<file path="config.mk">
export PLATFORM = sky130hd
export DESIGN_NAME = lfsr_interval_timer
export DESIGN_NICKNAME = d
export VERILOG_FILES = /design/src/rtl/lfsr_timer_pkg.sv /design/src/rtl/tmr_prescaler.sv /design/src/rtl/tmr_shift_reg.sv /design/src/rtl/tmr_ctrl_fsm.sv /design/src/rtl/lfsr_interval_timer.sv
export SDC_FILE = /design/constraint.sdc
export NUM_CORES = 1
export LEC_CHECK = 0
export BUFFER_PORTS_ARGS = -buffer_cell sky130_fd_sc_hd__buf_2
export CORE_MARGIN = 2
export CORE_UTILIZATION = 53
export CTS_CLUSTER_SIZE = 14
export DETAILED_ROUTE_END_ITERATION = 12
export PLACE_DENSITY = 0.86
export SLEW_MARGIN = 10
export SYNTH_ARGS = -nofsm -noshare
export SYNTH_HDL_FRONTEND = slang
export SYNTH_SLANG_ARGS = --single-unit
</file>
<file path="constraint.sdc">
create_clock -name clk -period 1.8 [get_ports clk]
set_clock_uncertainty 0.2 [all_clocks]
set_input_delay 0.36 -clock clk [delete_from_list [all_inputs] [get_ports clk]]
set_output_delay 0.36 -clock clk [all_outputs]
set_load 0.01 [all_outputs]
</file>
<file path="src/rtl/lfsr_timer_pkg.sv">
package lfsr_timer_pkg;
    localparam int REG_W = 8;
    localparam logic [REG_W-1:0] STOP_CODE = 8'hFF;
    localparam logic [REG_W-1:0] TERM_CODE = 8'hFE;

    typedef enum logic [0:0] {
        ST_HALTED  = 1'b0,
        ST_RUNNING = 1'b1
    } tmr_state_e;

    // Shift left; new LSB is the inverted parity of taps 7,5,4,3
    function automatic logic [REG_W-1:0] lfsr_advance(input logic [REG_W-1:0] cur);
        logic fb;
        fb = ~(cur[7] ^ cur[5] ^ cur[4] ^ cur[3]);
        return {cur[REG_W-2:0], fb};
    endfunction
endpackage

</file>
<file path="src/rtl/tmr_prescaler.sv">
module tmr_prescaler #(
    parameter int PRESCALE = 31
) (
    input  logic clk,
    input  logic rst,
    input  logic load,
    input  logic run,
    output logic tick
);
    localparam int CW = (PRESCALE > 2) ? $clog2(PRESCALE) : 1;
    localparam logic [CW-1:0] LAST = CW'(PRESCALE - 1);

    logic [CW-1:0] div_cnt;

    always_ff @(posedge clk) begin
        if (rst || load) begin
            div_cnt <= '0;
        end else if (run) begin
            div_cnt <= (div_cnt == LAST) ? '0 : div_cnt + 1'b1;
        end
    end

    assign tick = run && (div_cnt == LAST);


    presc_range_chk: assert property (@(posedge clk) disable iff (rst)
        div_cnt <= LAST);


    presc_clear_chk: assert property (@(posedge clk) disable iff (rst)
        load |=> (div_cnt == '0));
endmodule

</file>
<file path="src/rtl/tmr_shift_reg.sv">
module tmr_shift_reg
    import lfsr_timer_pkg::*;
(
    input  logic             clk,
    input  logic             rst,
    input  logic             load,
    input  logic [REG_W-1:0] load_data,
    input  logic             step,
    output logic [REG_W-1:0] q,
    output logic [REG_W-1:0] q_next
);
    assign q_next = lfsr_advance(q);

    always_ff @(posedge clk) begin
        if (rst) begin
            q <= STOP_CODE;
        end else if (load) begin
            q <= load_data;
        end else if (step) begin
            q <= q_next;
        end
    end


    load_value_chk: assert property (@(posedge clk) disable iff (rst)
        load |=> (q == $past(load_data)));
endmodule

</file>
<file path="src/rtl/tmr_ctrl_fsm.sv">
module tmr_ctrl_fsm
    import lfsr_timer_pkg::*;
(
    input  logic       clk,
    input  logic       rst,
    input  logic       load,
    input  logic       load_is_stop,
    input  logic       tick,
    input  logic       next_is_term,
    input  logic       enable,
    output tmr_state_e state,
    output logic       step,
    output logic       timeout
);
    tmr_state_e state_nx;

    always_comb begin
        state_nx = state;
        unique case (state)
            ST_HALTED:  if (load && !load_is_stop) state_nx = ST_RUNNING;
            ST_RUNNING: if (load && load_is_stop)  state_nx = ST_HALTED;
            default:    state_nx = ST_HALTED;
        endcase
    end

    always_ff @(posedge clk) begin
        if (rst) state <= ST_HALTED;
        else     state <= state_nx;
    end

    assign step = (state == ST_RUNNING) && tick && !load;

    always_ff @(posedge clk) begin
        if (rst) timeout <= 1'b0;
        else     timeout <= step && next_is_term && enable;
    end


    pulse_width_chk: assert property (@(posedge clk) disable iff (rst)
        timeout |=> !timeout);


    enable_gate_chk: assert property (@(posedge clk) disable iff (rst)
        timeout |-> $past(enable));
endmodule

</file>
<file path="src/rtl/lfsr_interval_timer.sv">
module lfsr_interval_timer
    import lfsr_timer_pkg::*;
#(
    parameter int PRESCALE = 31
) (
    input  logic             clk,
    input  logic             rst,
    input  logic             load,
    input  logic [REG_W-1:0] load_data,
    input  logic             enable,
    output logic             timeout
);
    tmr_state_e       state;
    logic             tick;
    logic             step;
    logic [REG_W-1:0] reg_q;
    logic [REG_W-1:0] reg_nx;

    tmr_prescaler #(.PRESCALE(PRESCALE)) u_presc (
        .clk  (clk),
        .rst  (rst),
        .load (load),
        .run  (state == ST_RUNNING),
        .tick (tick)
    );

    tmr_shift_reg u_sreg (
        .clk       (clk),
        .rst       (rst),
        .load      (load),
        .load_data (load_data),
        .step      (step),
        .q         (reg_q),
        .q_next    (reg_nx)
    );

    tmr_ctrl_fsm u_ctrl (
        .clk          (clk),
        .rst          (rst),
        .load         (load),
        .load_is_stop (load_data == STOP_CODE),
        .tick         (tick),
        .next_is_term (reg_nx == TERM_CODE),
        .enable       (enable),
        .state        (state),
        .step         (step),
        .timeout      (timeout)
    );


    run_not_stop_chk: assert property (@(posedge clk) disable iff (rst)
        (state == ST_RUNNING) |-> (reg_q != STOP_CODE));


    halt_hold_chk: assert property (@(posedge clk) disable iff (rst)
        (state == ST_HALTED && !load) |=> (reg_q == $past(reg_q)));


    term_code_chk: assert property (@(posedge clk) disable iff (rst)
        timeout |-> (reg_q == TERM_CODE));
endmodule

</file>
==> impl_metrics.env, run 1 <==
export IMPL_status="complete, no violations"
export IMPL_syn_inst=86
export IMPL_grt_max_degree=21
export IMPL_grt_pass1_vias=631
export IMPL_peakVddDrop_uv=434
export IMPL_synth_commonest_cells="dfxtp_1 (15), nor3b_1 (15), a211oi_1 (9), nor2_1 (8), nor3_1 (8)"
export IMPL_hold_path_class="input pin to flip-flop"
export IMPL_crit_fanout=10
export IMPL_final_max_slew_violation_count=0
export IMPL_drtAntennaViolNets=0
export IMPL_cts_buffers=3
export IMPL_setup_tns_ps=0
export IMPL_tightest_slew_ps=533
export IMPL_netlist_area_leader_share_pct=38.3
export IMPL_critPathLaunch="u_presc.div_cnt[2]"
export IMPL_route_detailed_wl_per_inst_um=14.4
export IMPL_dpl_hpwl_um=1190
export IMPL_cts_tree="done"
export IMPL_path_clk_slew_ps=80
export IMPL_max_freq_mhz=637
export IMPL_overflow=0
export IMPL_period_share_pct=87.2
export IMPL_register_area_um2=300
export IMPL_p_leak_nw=0.287
export IMPL_postCtsResizedCells=0
export IMPL_post_drt_via_cell_ratio=6.09
export IMPL_final_util_pct=65.1
export IMPL_pin_count=13
export IMPL_place_ws_ps=231
export IMPL_place_gp_congestion=0.799
export IMPL_end_kind="flip-flop"
export IMPL_fill_cells=111
export IMPL_start_kind="flip-flop"
export IMPL_multi_input_area_um2=444
export IMPL_synth_edf_count=0
export IMPL_yosysTopAreaCell="dfxtp_1"
export IMPL_first_pass_iters=4
export IMPL_synth_ff_type="dfxtp_1"
export IMPL_clock_sinks=15
export IMPL_synth_nets=100
export IMPL_drive_above_1_share_pct=19.4
export IMPL_hold_viol=0
export IMPL_initial_utilization_pct=58.7
export IMPL_fin_ws_ps=230
export IMPL_stdcell_count=113
export IMPL_required_ps=1800
export IMPL_coreArea_mm2=0.00133
export IMPL_wl_um=1630
export IMPL_p_per_area_mw_per_mm2=727
export IMPL_rsz0062_at_grt="false"
export IMPL_grt_pass1_wl_um=2950
export IMPL_area_growth_pct=10.9
export IMPL_root_buffer="clkbuf_4"
export IMPL_final_setup_viol_count=0
export IMPL_dp_cells=109
export IMPL_track_usage_pct=22.2
export IMPL_cts_hold_fix_buffers=0
export IMPL_ys_ff_latch=15
export IMPL_cts_setup_buffers=0
export IMPL_portBuffers=12
export IMPL_yosysWarnings=0
export IMPL_min_delay_start="enable"
export IMPL_synth_seq_area_share_pct=38.3
export IMPL_synth_area_leaders="dfxtp_1 (38%), nor3b_1 (14%), a211oi_1 (8.6%)"
export IMPL_maxCapViolCount=0
export IMPL_drt_iter0_drc=24
export IMPL_cts_buffer_depth=2
export IMPL_period_minus_slack_ps=1570
export IMPL_die_area_mm2=0.00180
export IMPL_arrival_ps=1570
export IMPL_critPathKind="flip-flop to flip-flop"
export IMPL_row_count=13
export IMPL_hold_slack_ps=170
export IMPL_netlist_area_um2=783
export IMPL_slew_headroom_pct=64.1
export IMPL_async_flop_share_pct=0
export IMPL_synthDistinctLibCells=24
export IMPL_num_antenna_cells=0
export IMPL_cts_htree_levels=1
export IMPL_drc_errors=0
export IMPL_syn_mean_instance_area_um2=9.11
export IMPL_clk_latency_ps=290
export IMPL_nNetsFinal=113
export IMPL_fp_dieH_um=42.4
export IMPL_antenna_found_initial=0
export IMPL_vias=688
export IMPL_r2r_start="u_presc.div_cnt[2]"
export IMPL_die_w_um=42.4
[per-stage QoR]
step	area, um2	power (mW)
floorplan	783	0.415
global placement	842	0.436
detailed placement	842	0.438
CTS	868	0.637
global route	868	0.659
finish	868	0.631
[critical path, stage by stage, from the launching register on]
cell	delay, ps
dfxtp_1	430
nand3_4	170
or2_1	400
a221oi_1	280
[path summary, 6_finish.rpt]
check,depth (start not counted),to,slack [ps]
worst max register to register,3,u_sreg.q[0],230
worst min register to register,2,u_ctrl.timeout,270
worst min-delay path,3,u_ctrl.timeout,170
worst max-delay path,3,u_sreg.q[0],230
[cells in the final DEF (no fill, tap or decap), types with 3 or more instances in the layout]
master	synthesis	layout
a211oi_1	9	9
buf_2	1	12
clkbuf_4	0	3
dfxtp_1	15	15
nand4_1	4	4
nor2_1	8	8
nor3_1	8	8
nor3b_1	15	15
xnor2_1	3	3
xor2_1	4	4
[sequential cells by signal, indices dropped and copies added (netlist names), named ones only]
name / count
u_sreg.q: 8
u_presc.div_cnt: 5
u_ctrl.timeout: 1
[cells by family after synthesis]
group | synth area share [%]
AOI/OAI and AO/OA | 10.4
xor gates and xnor gates | 7.83
adders and majority gates | 3.19
buffers and inverters | 4.95
DFF | 38.3
and+or+nand+nor | 35.3
[layout make-up]
cell class              count  area share [%]
multi-input cells          64            51.2
flip-flops and latches     15            34.6
repair buffers             14            8.65
clock buffers               4            3.03
well taps                  15            2.16
inverters                   1           0.432
[layer usage]
layer  part of all wire, %  vias to the layer above  GRT usage [%]
met3                   5.9                        4           7.76
met5                     0                        -              0
li1                      -                      339              -
met4                   1.8                        0           9.38
met2                    44                       22           30.8
met1                    48                      323           30.9
[power by group]
group	internal (mW)	switching, mW	leakage [nW]
logic	0.0350	0.0387	0.148
registers	0.346	0.0118	0.123
clock network	0.0864	0.113	0.0150
Note: power is estimated with default switching activity, not from simulation.
==> run 2: changes to the inputs <==
--- a/config.mk
+++ b/config.mk
@@ -5,6 +5,7 @@
 export SDC_FILE = /design/constraint.sdc
 export NUM_CORES = 1
 export LEC_CHECK = 0
+export ABC_AREA = 1
 export BUFFER_PORTS_ARGS = -buffer_cell sky130_fd_sc_hd__buf_2
 export CORE_MARGIN = 2
 export CORE_UTILIZATION = 53
==> run 2 against run 1 <==
Routed wire length up 1.0%. Worst hold slack worse by 52 ps. Non-clock buffer count down 2. Highest routed layer unchanged.
==> impl_metrics.env, run 2 <==
export IMPL_syn_mean_instance_area_um2=7.07
export IMPL_grt_pass1_wl_um=2920
export IMPL_placed_area_um2=862
export IMPL_netlist_area_um2=792
export IMPL_fill_cells=129
export IMPL_synth_seq_area_share_pct=37.9
export IMPL_drtAntennaViolNets=0
export IMPL_syn_inst=112
export IMPL_arrival_ps=1550
export IMPL_num_antenna_cells=0
export IMPL_period_minus_slack_ps=1530
export IMPL_crit_path_top_delay_cell="dfxtp_1"
export IMPL_max_freq_mhz=655
export IMPL_required_ps=1820
export IMPL_grt_pass1_vias=721
export IMPL_drive_above_1_share_pct=17.5
export IMPL_synth_commonest_cells="nand2_1 (26), nand3_1 (20), dfxtp_1 (15), inv_1 (13), a21oi_1 (10)"
export IMPL_switching_power_mw=0.183
export IMPL_yosysWarnings=0
export IMPL_r2r_end="u_presc.div_cnt[0]"
export IMPL_track_usage_pct=20.6
export IMPL_cts_buffer_depth=2
export IMPL_hold_path_class="input pin to flip-flop"
export IMPL_largest_register="u_sreg.q"
export IMPL_cts_buffers=3
export IMPL_cts_tree="done"
export IMPL_netlist_area_leader_share_pct=37.9
export IMPL_final_cell_mix="nand2_1 (26), nand3_1 (20), dfxtp_1 (15)"
export IMPL_r2r_start="u_presc.div_cnt[0]"
export IMPL_path_cells="inv_1 > ha_1 > inv_1 > nor2_4 > nand2_4 > nand3_1 > a21oi_1"
export IMPL_dpl_hpwl_um=1200
export IMPL_sw_frac_of_total_pct=28.2
export IMPL_r2r_cells=7
export IMPL_final_setup_viol_count=0
export IMPL_rsz0062_at_grt="false"
export IMPL_crit_fanout=10
export IMPL_peakVddDrop_uv=482
export IMPL_portBuffers=12
export IMPL_period_share_pct=84.8
export IMPL_cpPeakStageDelay_ps=410
export IMPL_yosysTopAreaCell="dfxtp_1"
export IMPL_p_per_area_mw_per_mm2=728
export IMPL_min_delay_start="load_data[4]"
export IMPL_grt_max_degree=12
export IMPL_area_growth_pct=12.6
export IMPL_end_kind="flip-flop"
export IMPL_die_w_um=42.7
export IMPL_comb_power_share_pct=12.8
export IMPL_final_common_cell="nand2_1"
export IMPL_drc_errors=0
export IMPL_ys_ff_latch=15
export IMPL_final_area_um2=892
export IMPL_initial_utilization_pct=58.7
export IMPL_route_detailed_wl_per_inst_um=11.7
export IMPL_internal_power_mw=0.467
export IMPL_cts_hold_fix_buffers=0
export IMPL_synth_nets=126
export IMPL_hold_path_depth=3
export IMPL_pwr_share_clk_pct=30.7
export IMPL_overflow=0
export IMPL_maxCapViolCount=0
export IMPL_coreArea_mm2=0.00135
export IMPL_synthDistinctLibCells=20
export IMPL_largest_reg_flops=8
export IMPL_start_kind="flip-flop"
export IMPL_async_flop_share_pct=0
export IMPL_hold_viol=0
export IMPL_path_common_cell="inv_1"
export IMPL_wl_um=1640
export IMPL_cts_setup_buffers=0
export IMPL_first_pass_iters=4
export IMPL_path_clk_slew_ps=100
export IMPL_reg2reg_setup_slack_ps=270
export IMPL_critPathKind="flip-flop to flip-flop"
export IMPL_pin_count=13
export IMPL_nNetsFinal=141
export IMPL_vias=732
export IMPL_reg_top3="u_sreg.q (8), u_presc.div_cnt (5), u_ctrl.timeout (1)"
export IMPL_tightest_slew_ps=271
export IMPL_synth_ff_type="dfxtp_1"
export IMPL_row_count=13
export IMPL_p_leak_nw=0.458
export IMPL_slew_headroom_pct=81.8
export IMPL_synth_area_leaders="dfxtp_1 (38%), nand3_1 (13%), nand2_1 (12%)"
export IMPL_antenna_found_initial=0
export IMPL_final_util_pct=66.1
export IMPL_postCtsResizedCells=0
export IMPL_fp_dieH_um=42.7
export IMPL_drt_iter0_drc=36
export IMPL_die_area_mm2=0.00182
export IMPL_cts_htree_levels=1
export IMPL_synth_most_common_cell="nand2_1"
export IMPL_holdPathEnd="u_sreg.q[4]"
export IMPL_post_drt_via_cell_ratio=5.19
export IMPL_final_max_slew_violation_count=0
export IMPL_clk_latency_ps=290
export IMPL_synth_edf_count=0
export IMPL_p_seq_share_pct=56.5
export IMPL_clock_sinks=15
export IMPL_root_buffer="clkbuf_4"
export IMPL_status="complete, no violations"
export IMPL_setup_tns_ps=0
export IMPL_place_gp_congestion=0.830
[run 2: cell types whose count changed after synthesis, sizes merged, moves of 3 or more]
cell / previous run / this run
nor2: 8 / 12
nand2: 2 / 29
a21oi: 0 / 10
inv: 1 / 13
nor3: 8 / 0
nor3b: 15 / 0
nand3: 3 / 20
buf: 4 / 1
a211oi: 9 / 0
[run 2: cell type report]
type	count	area, um2	area share [%]
inverters	14	52.6	5.89
repair buffers	12	60.1	6.73
clock buffers	3	22.5	2.52
well taps	15	18.8	2.10
flip-flops and latches	15	300	33.7
clock inverters	1	7.51	0.842
multi-input cells	81	430	48.2
[run 2: cells by family (layout without fill, tap and decap cells)]
group / Yosys count / count (layout) / share of synthesized area, %
and+or+nand+nor: 64 / 64 / 40.0
xor gates and xnor gates: 3 / 3 / 3.32
AOI/OAI and AO/OA: 12 / 12 / 7.90
buffers and inverters: 16 / 30 / 7.74
adders and majority gates: 2 / 2 / 3.16
DFF: 15 / 15 / 37.9
[run 2: worst max-delay path by stage]
stage	from	to	slack (ps)	depth (start not counted)
5_1_grt	u_presc.div_cnt[0]	u_presc.div_cnt[0]	130	7
2_1_floorplan	u_presc.div_cnt[0]	u_presc.div_cnt[0]	460	7
4_1_cts	u_presc.div_cnt[0]	u_presc.div_cnt[0]	300	7
3_5_place_dp	load	u_presc.div_cnt[4]	290	4
3_3_place_gp	load	u_presc.div_cnt[4]	330	4
6_report	u_presc.div_cnt[0]	u_presc.div_cnt[0]	270	7
[run 2: metal layers]
layer / wire [um] / share of wire [%] / up-vias / global-route usage (%)
met2: 736 / 45 / 23 / 30.3
met4: 38 / 2.3 / 0 / 8.75
met5: 0 / 0 / - / 0
met1: 760 / 46 / 311 / 28.3
met3: 107 / 6.5 / 8 / 5.11
li1: - / - / 390 / -
[run 2: worst max-delay path, delay by kind of cell, from the launching register on]
family                   cells  cell delay (ps)
AND/OR/NAND/NOR              3              350
buffers and inverters        2              160
adder cells (fa/ha/maj)      1              190
AO/OA/AOI/OAI                1              150
flip-flops                   1              410
[run 2: stage by stage]
| step | power [mW] | setup slack, ps | std cells | hold slack, ps |
|---|---|---|---|---|
| final | 0.650 | 273 | 141 | 117 |
| after global routing | 0.682 | 132 | 141 | 130 |
| after CTS | 0.648 | 298 | 141 | 115 |
| after detailed placement | 0.455 | 287 | 137 | 274 |
| after global placement | 0.453 | 329 | 137 | 274 |
| after floorplan | 0.428 | 457 | 112 | 252 |
[run 2: power groups by stage]
stage	Combinational [mW]	Clock, mW	Sequential, mW
floorplan	0.0588	0	0.369
global placement	0.0800	0	0.373
detailed placement	0.0818	0	0.374
CTS	0.0827	0.199	0.366
global route	0.0955	0.217	0.370
finish	0.0832	0.200	0.367
